`src/rtl/brf_pkg.sv`:
```
package brf_pkg;
   // Lookup result for one register number
   typedef struct packed {
      logic       to_shadow;
      logic [2:0] slot;
      logic       is_zero;
   } brf_route_t;
endpackage

```
`src/rtl/brf_route.sv`:
```
module brf_route #(
   parameter int ADDR_W      = 5,
   parameter int RUN_BASE    = 8,
   parameter int RUN_LEN     = 7,
   parameter int EXTRA_REG   = 25,
   parameter int ZERO_REG    = 31
) (
   input  logic              priv_mode,
   input  logic [ADDR_W-1:0] addr,
   output brf_pkg::brf_route_t route
);
   localparam int RUN_LAST = RUN_BASE + RUN_LEN - 1;

   initial begin
      assert (RUN_LEN + 1 <= 8) else $error("shadow bank exceeds slot field");
      assert (EXTRA_REG < RUN_BASE || EXTRA_REG > RUN_LAST) else $error("extra reg overlaps run");
   end

   always_comb begin
      route.to_shadow = 1'b0;
      route.slot      = '0;
      route.is_zero   = (int'(addr) == ZERO_REG);
      if (priv_mode) begin
         if (int'(addr) >= RUN_BASE && int'(addr) <= RUN_LAST) begin
            route.to_shadow = 1'b1;
            route.slot      = 3'(int'(addr) - RUN_BASE);
         end else if (int'(addr) == EXTRA_REG) begin
            route.to_shadow = 1'b1;
            route.slot      = 3'(RUN_LEN);
         end
      end
   end
endmodule

```
`src/rtl/brf_bank.sv`:
```
module brf_bank #(
   parameter int DATA_W  = 64,
   parameter int DEPTH   = 32,
   parameter int IDX_W   = $clog2(DEPTH)
) (
   input  logic              clk,
   input  logic              rst_n,
   input  logic              we,
   input  logic [IDX_W-1:0]  widx,
   input  logic [DATA_W-1:0] wdata,
   input  logic [IDX_W-1:0]  ridx_a,
   input  logic [IDX_W-1:0]  ridx_b,
   output logic [DATA_W-1:0] rdata_a,
   output logic [DATA_W-1:0] rdata_b
);
   logic [DATA_W-1:0] mem [DEPTH];

   for (genvar g = 0; g < DEPTH; g++) begin : g_ent
      always_ff @(posedge clk) begin
         if (!rst_n)                              mem[g] <= '0;
         else if (we && int'(widx) == g)          mem[g] <= wdata;
      end
   end

   assign rdata_a = mem[ridx_a];
   assign rdata_b = mem[ridx_b];


   idle_hold_chk: assert property (@(posedge clk) disable iff (!rst_n)
      !we |=> $stable(mem[0]));
endmodule

```
`src/rtl/banked_regfile.sv`:
```
module banked_regfile #(
   parameter int DATA_W    = 64,
   parameter int NREGS     = 32,
   parameter int RUN_BASE  = 8,
   parameter int RUN_LEN   = 7,
   parameter int EXTRA_REG = 25,
   parameter int ADDR_W    = $clog2(NREGS)
) (
   input  logic              clk,
   input  logic              rst_n,
   input  logic              priv_mode,
   input  logic [ADDR_W-1:0] rd_addr_a,
   input  logic [ADDR_W-1:0] rd_addr_b,
   input  logic              wr_en,
   input  logic [ADDR_W-1:0] wr_addr,
   input  logic [DATA_W-1:0] wr_data,
   output logic [DATA_W-1:0] rd_data_a,
   output logic [DATA_W-1:0] rd_data_b
);
   import brf_pkg::*;
   localparam int ZERO_REG = NREGS - 1;
   localparam int NSHAD    = RUN_LEN + 1;
   localparam int SIDX_W   = $clog2(NSHAD);

   brf_route_t rt_a, rt_b, rt_w;
   logic [DATA_W-1:0] m_a, m_b, s_a, s_b;

   brf_route #(.ADDR_W(ADDR_W), .RUN_BASE(RUN_BASE), .RUN_LEN(RUN_LEN),
               .EXTRA_REG(EXTRA_REG), .ZERO_REG(ZERO_REG))
      u_rt_a (.priv_mode(priv_mode), .addr(rd_addr_a), .route(rt_a));
   brf_route #(.ADDR_W(ADDR_W), .RUN_BASE(RUN_BASE), .RUN_LEN(RUN_LEN),
               .EXTRA_REG(EXTRA_REG), .ZERO_REG(ZERO_REG))
      u_rt_b (.priv_mode(priv_mode), .addr(rd_addr_b), .route(rt_b));
   brf_route #(.ADDR_W(ADDR_W), .RUN_BASE(RUN_BASE), .RUN_LEN(RUN_LEN),
               .EXTRA_REG(EXTRA_REG), .ZERO_REG(ZERO_REG))
      u_rt_w (.priv_mode(priv_mode), .addr(wr_addr), .route(rt_w));

   logic main_we, shad_we;
   assign main_we = wr_en && !rt_w.to_shadow && !rt_w.is_zero;
   assign shad_we = wr_en &&  rt_w.to_shadow;

   brf_bank #(.DATA_W(DATA_W), .DEPTH(NREGS)) u_main (
      .clk(clk), .rst_n(rst_n), .we(main_we), .widx(wr_addr), .wdata(wr_data),
      .ridx_a(rd_addr_a), .ridx_b(rd_addr_b), .rdata_a(m_a), .rdata_b(m_b));

   brf_bank #(.DATA_W(DATA_W), .DEPTH(NSHAD)) u_shad (
      .clk(clk), .rst_n(rst_n), .we(shad_we), .widx(rt_w.slot[SIDX_W-1:0]),
      .wdata(wr_data), .ridx_a(rt_a.slot[SIDX_W-1:0]),
      .ridx_b(rt_b.slot[SIDX_W-1:0]), .rdata_a(s_a), .rdata_b(s_b));

   always_comb begin
      rd_data_a = rt_a.is_zero ? '0 : (rt_a.to_shadow ? s_a : m_a);
      rd_data_b = rt_b.is_zero ? '0 : (rt_b.to_shadow ? s_b : m_b);
   end

   initial begin
      assert (NREGS == 2**ADDR_W) else $error("NREGS must fill address space");
      assert (EXTRA_REG < ZERO_REG) else $error("extra reg collides with zero reg");
   end


   zero_reg_a_chk: assert property (@(posedge clk) disable iff (!rst_n)
      (int'(rd_addr_a) == ZERO_REG) |-> (rd_data_a == '0));

   zero_reg_b_chk: assert property (@(posedge clk) disable iff (!rst_n)
      (int'(rd_addr_b) == ZERO_REG) |-> (rd_data_b == '0));

   one_bank_chk: assert property (@(posedge clk) disable iff (!rst_n)
      !(main_we && shad_we));

   no_shadow_user_chk: assert property (@(posedge clk) disable iff (!rst_n)
      !priv_mode |-> !shad_we);

   write_lands_chk: assert property (@(posedge clk) disable iff (!rst_n)
      (wr_en && !priv_mode && int'(wr_addr) != ZERO_REG) ##1
      (!priv_mode && rd_addr_a == $past(wr_addr))
      |-> rd_data_a == $past(wr_data));
endmodule

```
`config.mk`:
```
export PLATFORM = sky130hd
export DESIGN_NAME = banked_regfile
export DESIGN_NICKNAME = d
export VERILOG_FILES = /design/src/rtl/brf_pkg.sv /design/src/rtl/brf_route.sv /design/src/rtl/brf_bank.sv /design/src/rtl/banked_regfile.sv
export SDC_FILE = /design/constraint.sdc
export NUM_CORES = 2
export LEC_CHECK = 0
export BUFFER_PORTS_ARGS = -buffer_cell sky130_fd_sc_hd__buf_2
export CAP_MARGIN = 20
export CORE_MARGIN = 2
export CORE_UTILIZATION = 26
export CTS_CLUSTER_DIAMETER = 80
export DETAILED_ROUTE_END_ITERATION = 6
export HOLD_SLACK_MARGIN = 0.08
export PLACE_DENSITY_LB_ADDON = 0.25
export SLEW_MARGIN = 25
export SYNTH_ARGS = -nofsm -noshare
export SYNTH_HDL_FRONTEND = slang
export SYNTH_HIERARCHICAL = 1
export SYNTH_SLANG_ARGS = --single-unit
```
`constraint.sdc`:
```
create_clock -name clk -period 11.9 [get_ports clk]
set_input_delay 1.19 -clock clk [delete_from_list [all_inputs] [get_ports clk]]
set_output_delay 1.19 -clock clk [all_outputs]
set_load 0.05 [all_outputs]
```
# Word-level counts from Yosys, hierarchy flattened
# Memory sizes are Yosys's and may differ from the RTL's.
# Cells that the tools add are included.
# totals
mem_count,2
ff_bits,0
ramBits,2560
out_inout_bits,128
# op_classes
n_reduce_logical,50
n_eq_ne,42
bitwise_logic,40
order_cmp,6
add_sub_neg,3
mux,174
# mem_list
name,words,word_bits,read_ports,rd_clocked_by_memory_dff,wr,line,source
u_main.mem,32,64,2,0,32,brf_bank.sv:16,logic [DATA_W-1:0] mem [DEPTH];
u_shad.mem,8,64,2,0,8,brf_bank.sv:16,
# op_table
cell,n
$mux W64,44
$mux W1,121
$eq A5 B5 Y1 const B,16
$eq A5 B4 Y1 const B,10
$logic_and A1 B1 Y1,46
$or A1 B1 Y1,40
$mux W4,9
$eq A5 B3 Y1 const B,4
$eq A5 B1 Y1 const B,3
$ge A5 B4 Y1 const B,3
$le A5 B4 Y1 const B,3
$eq A3 B3 Y1 const B,4
$eq A5 B2 Y1 const B,2
$sub A3 B1 Y3 const B,3
$eq A3 B2 Y1 const B,2
$logic_not A5 Y1,1
$eq A3 B1 Y1 const B,1
$logic_not A3 Y1,1
$logic_not A1 Y1,2

# Logic depth before layout (Yosys ltp)
# depth
word_depth,12
ltp_mapped,10
ltp_nobuf,7

# By module
# The synthesis kept the hierarchy.
# modules_own_cells
mod,cells_per_inst,seq_area_each_um2,area_per_inst_um2,instances
brf_bank (u_main),7052,61499.0,107249.1,1
brf_bank (u_shad),1672,15374.7,26359.0,1
banked_regfile,286,0.0,2039.5,1
brf_route,16,0.0,108.9,3

# Least setup slack after synthesis
# Ideal clock, no wire load.
# synth_timing
kind,input -> register
startpoint,input port wr_addr[2]
endpoint,memory u_main.mem[3][0] (enable)
setup_time_ns,0.574
cell_stages,7
path_slack_ns,4.566
path_buffers,1
t_arrival_ns,6.760
t_required_ns,11.326
path_cell_list,nand2b_1 -> a21oi_1 -> o21ba_2 -> nor3b_1 -> nand2b_1 -> clkbuf_1 -> o21ai_0
# synth_rtl
element,line,source
"start, declared",banked_regfile.sv:15,"input logic [ADDR_W-1:0] wr_addr,"
"end, declared",brf_bank.sv:16,

# Worst setup path in the final report
# layout_timing
startpoint,input port rd_addr_b[0]
endpoint,output port rd_data_b[41]
# layout_between
elab_cells_between_ends,13
cone_classes,1 x add/sub; 2 x order compare; 2 x eq/ne; 5 x mux; 1 x reduce/logical; 2 x memory
# layout_rtl
element,line,source
"start, declared",banked_regfile.sv:13,"input logic [ADDR_W-1:0] rd_addr_b,"
$mem_v2 Z32 W64,--,
net m_b[41],banked_regfile.sv:26,"logic [DATA_W-1:0] m_a, m_b, s_a, s_b;"
$mux W64 (2 in series),banked_regfile.sv:53,rd_data_b = rt_b.is_zero ? '0 : (rt_b.to_shadow ? s_b : m_b);
"end, declared",banked_regfile.sv:18,output logic [DATA_W-1:0] rd_data_b
# The timed path passes the listed nets, and every way through them passes these cells.

==> flow_metrics.tcl <==
set metrics [dict create \
    swShare 0.2753 \
    drive_gt1_frac 0.2647 \
    synth_mux_area_frac 0.2301 \
    status "finished, final reports clean" \
    synth_largest_area_cell "edfxtp_1" \
    slew_viol_final 0 \
    netlist_area_mm2 0.1360 \
    dieArea_mm2 0.5288 \
    placed_area_mm2 0.1450 \
    grt_usage 0.2265 \
    synthSimpleGateAreaFrac 0.1335 \
    crit_type "in2out" \
    post_cts_resized 0 \
    hold_class "in2reg" \
    route.detailed.drc 0 \
    place_hpwl_mm 355.2 \
    slew_headroom 0.1993 \
    grt_pass1_vias 90675 \
    tns_ns 0 \
    crit_path_start_kind "input port" \
    slowest_stage "nand4_1" \
    place_inst 15585 \
    final_area_mm2 0.1545 \
    synth_edf_count 2560 \
    cts_setup_buffers 0 \
    ios 211 \
    synth.distinct_cells 45 \
    tightest_slew_ns 1.201 \
    cp.required_ns 10.71 \
    wl_per_cell_um 38.14 \
    p_leak_nw 49.81 \
    fill_cells 51461 \
    drt_wl_total_mm 616.5 \
    synth_compound_area_frac 0.03331 \
    initial_utilization 0.2610 \
    synth_top_family_by_area "multiplexers" \
    finish.net_count 9016 \
    core_area_mm2 0.5209 \
    fin_cells 16164 \
    crit_top_cell "buf_4" \
    ctsHoldBuffers 0 \
    route.vias.total 92071 \
    portBuffers 210 \
    worst_ep_arrival_time_ns 6.05 \
    clockPowerShare 0.398 \
    p_comb_frac 0.139 \
    whs_ns 0.8125 \
    maxCapViolCount 0 \
    worstPathMaxFanout 44 \
    via_per_inst 5.696 \
    setup_violations 0 \
    drt_iter0_drc 15256 \
    area.sequential_mm2 0.07687 \
    clockBufferDepth 4 \
    cts_buffers 287 \
    finalHoldViolations 0 \
    period_share 0.6087 \
    synth_seq_area_share 0.5654 \
    crit_chain "buf_8 > buf_4 > buf_4 > mux4_2 > a22oi_1 > nand4_1 > mux2i_1 > nor2_1 > buf_2" \
    switchingPower_mw 6.344 \
    synth_area_leaders "edfxtp_1, mux4_2, and2_1" \
    synthFlopType "edfxtp_1" \
    peakVddDrop_mv 0.09546 \
    area_growth_pct 13.65 \
    clock_sinks 2560 \
    critPathMaxStageDelay_ns 0.89 \
    antenna_found_initial 129 \
    yosysWarnings 6 \
    endpoint_kind "primary output" \
    postSynthCellCount 9058 \
    seq_power_share 0.464 \
    p_int_mw 16.70 \
    fin_crit_ns 7.244 \
    overflow 0 \
    power.total_mw 23.04 \
    first_pass_iters 6 \
    ant_nets 0 \
    avgSynthCellArea_um2 15.01 \
    die_w_um 727.2 \
    grt_max_degree 129 \
    synth_nets 9141 \
    max_freq_mhz 138.1 \
    rsz0062_at_grt "no" \
    synthArstFlopShare 0 \
    die_height_um 727.2 \
    power_density_mw_per_mm2 149.1 \
    cts_tree "built" \
    multi_input_area_mm2 0.05526 \
    synth_fa_ha_area_frac 0.0002484 \
    synthXorXnorAreaFrac 0 \
    clk_pin_slew_ns 0.06 \
    htree_levels 5 \
    grt_pass1_wl_mm 822.5 \
    yosysTopAreaCellShare 0.5654 \
    gp_congestion 0.8460 \
    row_count 265 \
    clk_root_buffer_cell "clkbuf_16" \
    ys_seq_elements 2560 \
]
power by group through the flow:
stage	Clock, mW	Combinational, mW	Sequential, mW
floorplan	0	1.85	10.8
global placement	0	3.13	10.8
detailed placement	0	3.15	10.9
CTS	9.27	3.15	10.7
global route	9.57	3.26	10.7
finish	9.16	3.20	10.7
path summary, 6_finish.rpt:
check  cells after the start          from                         endpoint  slack (ns)
max                        9  rd_addr_b[0]                    rd_data_b[41]        4.66
min                        2         rst_n  u_shad/mem[6][23]$_SDFFCE_PN0P_        0.81
layout make-up:
type	instances	share of cell area
Antenna cell	69	0.001117
Clock buffer	341	0.04902
Multi-Input combinational cell	5474	0.3576
Sequential cell	2560	0.4974
Inverter	65	0.001579
Tap cell	6942	0.05621
Clock inverter	168	0.01113
Timing Repair Buffer	545	0.02591
critical path, delay by kind of cell:
family                 cells  cell delay, ns
AO/OA/AOI/OAI              1            0.30
buffers and inverters      4            2.00
multiplexers               2            1.34
AND/OR/NAND/NOR            2            0.99
metrics by stage:
step,worst slack [ns],util
2_1_floorplan,4.566,-
3_3_place_gp,4.665,0.2778
3_5_place_dp,4.681,0.2784
4_1_cts,4.660,0.2962
5_1_grt,4.421,0.2964
6_report,4.656,0.2967
flip-flops by register name (all words and copies together) (netlist names):
| signal | flops |
|---|---|
| u_shad/mem | 512 |
| u_main/mem | 2048 |
kinds of logic after synthesis:
logic type | Yosys count
and+or+nand+nor | 3087
DFF | 2560
muxes | 1699
buffers and inverters | 1024
AOI/OAI and AO/OA | 685
adders and majority gates | 3
metal layers:
metal	wire, um	share of wire	vias up	global-route usage
met5	231	0.00037	-	0
met4	29300	0.048	28	0.09599
met3	74310	0.12	1419	0.06257
met2	281200	0.46	6743	0.3566
met1	231400	0.38	48750	0.2931
li1	-	-	35131	-
synth_stat cells, drive strengths merged, types with 95 or more instances:
master     n
edfxtp  2560
clkbuf   603
nor3     518
mux2i    414
a22oi    196
buf      356
nor2     202
and2    2056
nor4      95
mux2     160
mux4    1125
o22ai    324
placed cells by master, fill, tap and decap left out, drive strengths merged, types with 53 or more instances in the layout:
cell type  instances
nand3             57
mux2             160
o22ai            324
clkbuf           341
and2            2056
clkinv           173
nor2             202
edfxtp          2560
a21oi             53
buf              545
diode             69
mux4            1125
mux2i            414
nor3             518
nor4              95
a22oi            196
Note: power is estimated with default switching activity, not from simulation.
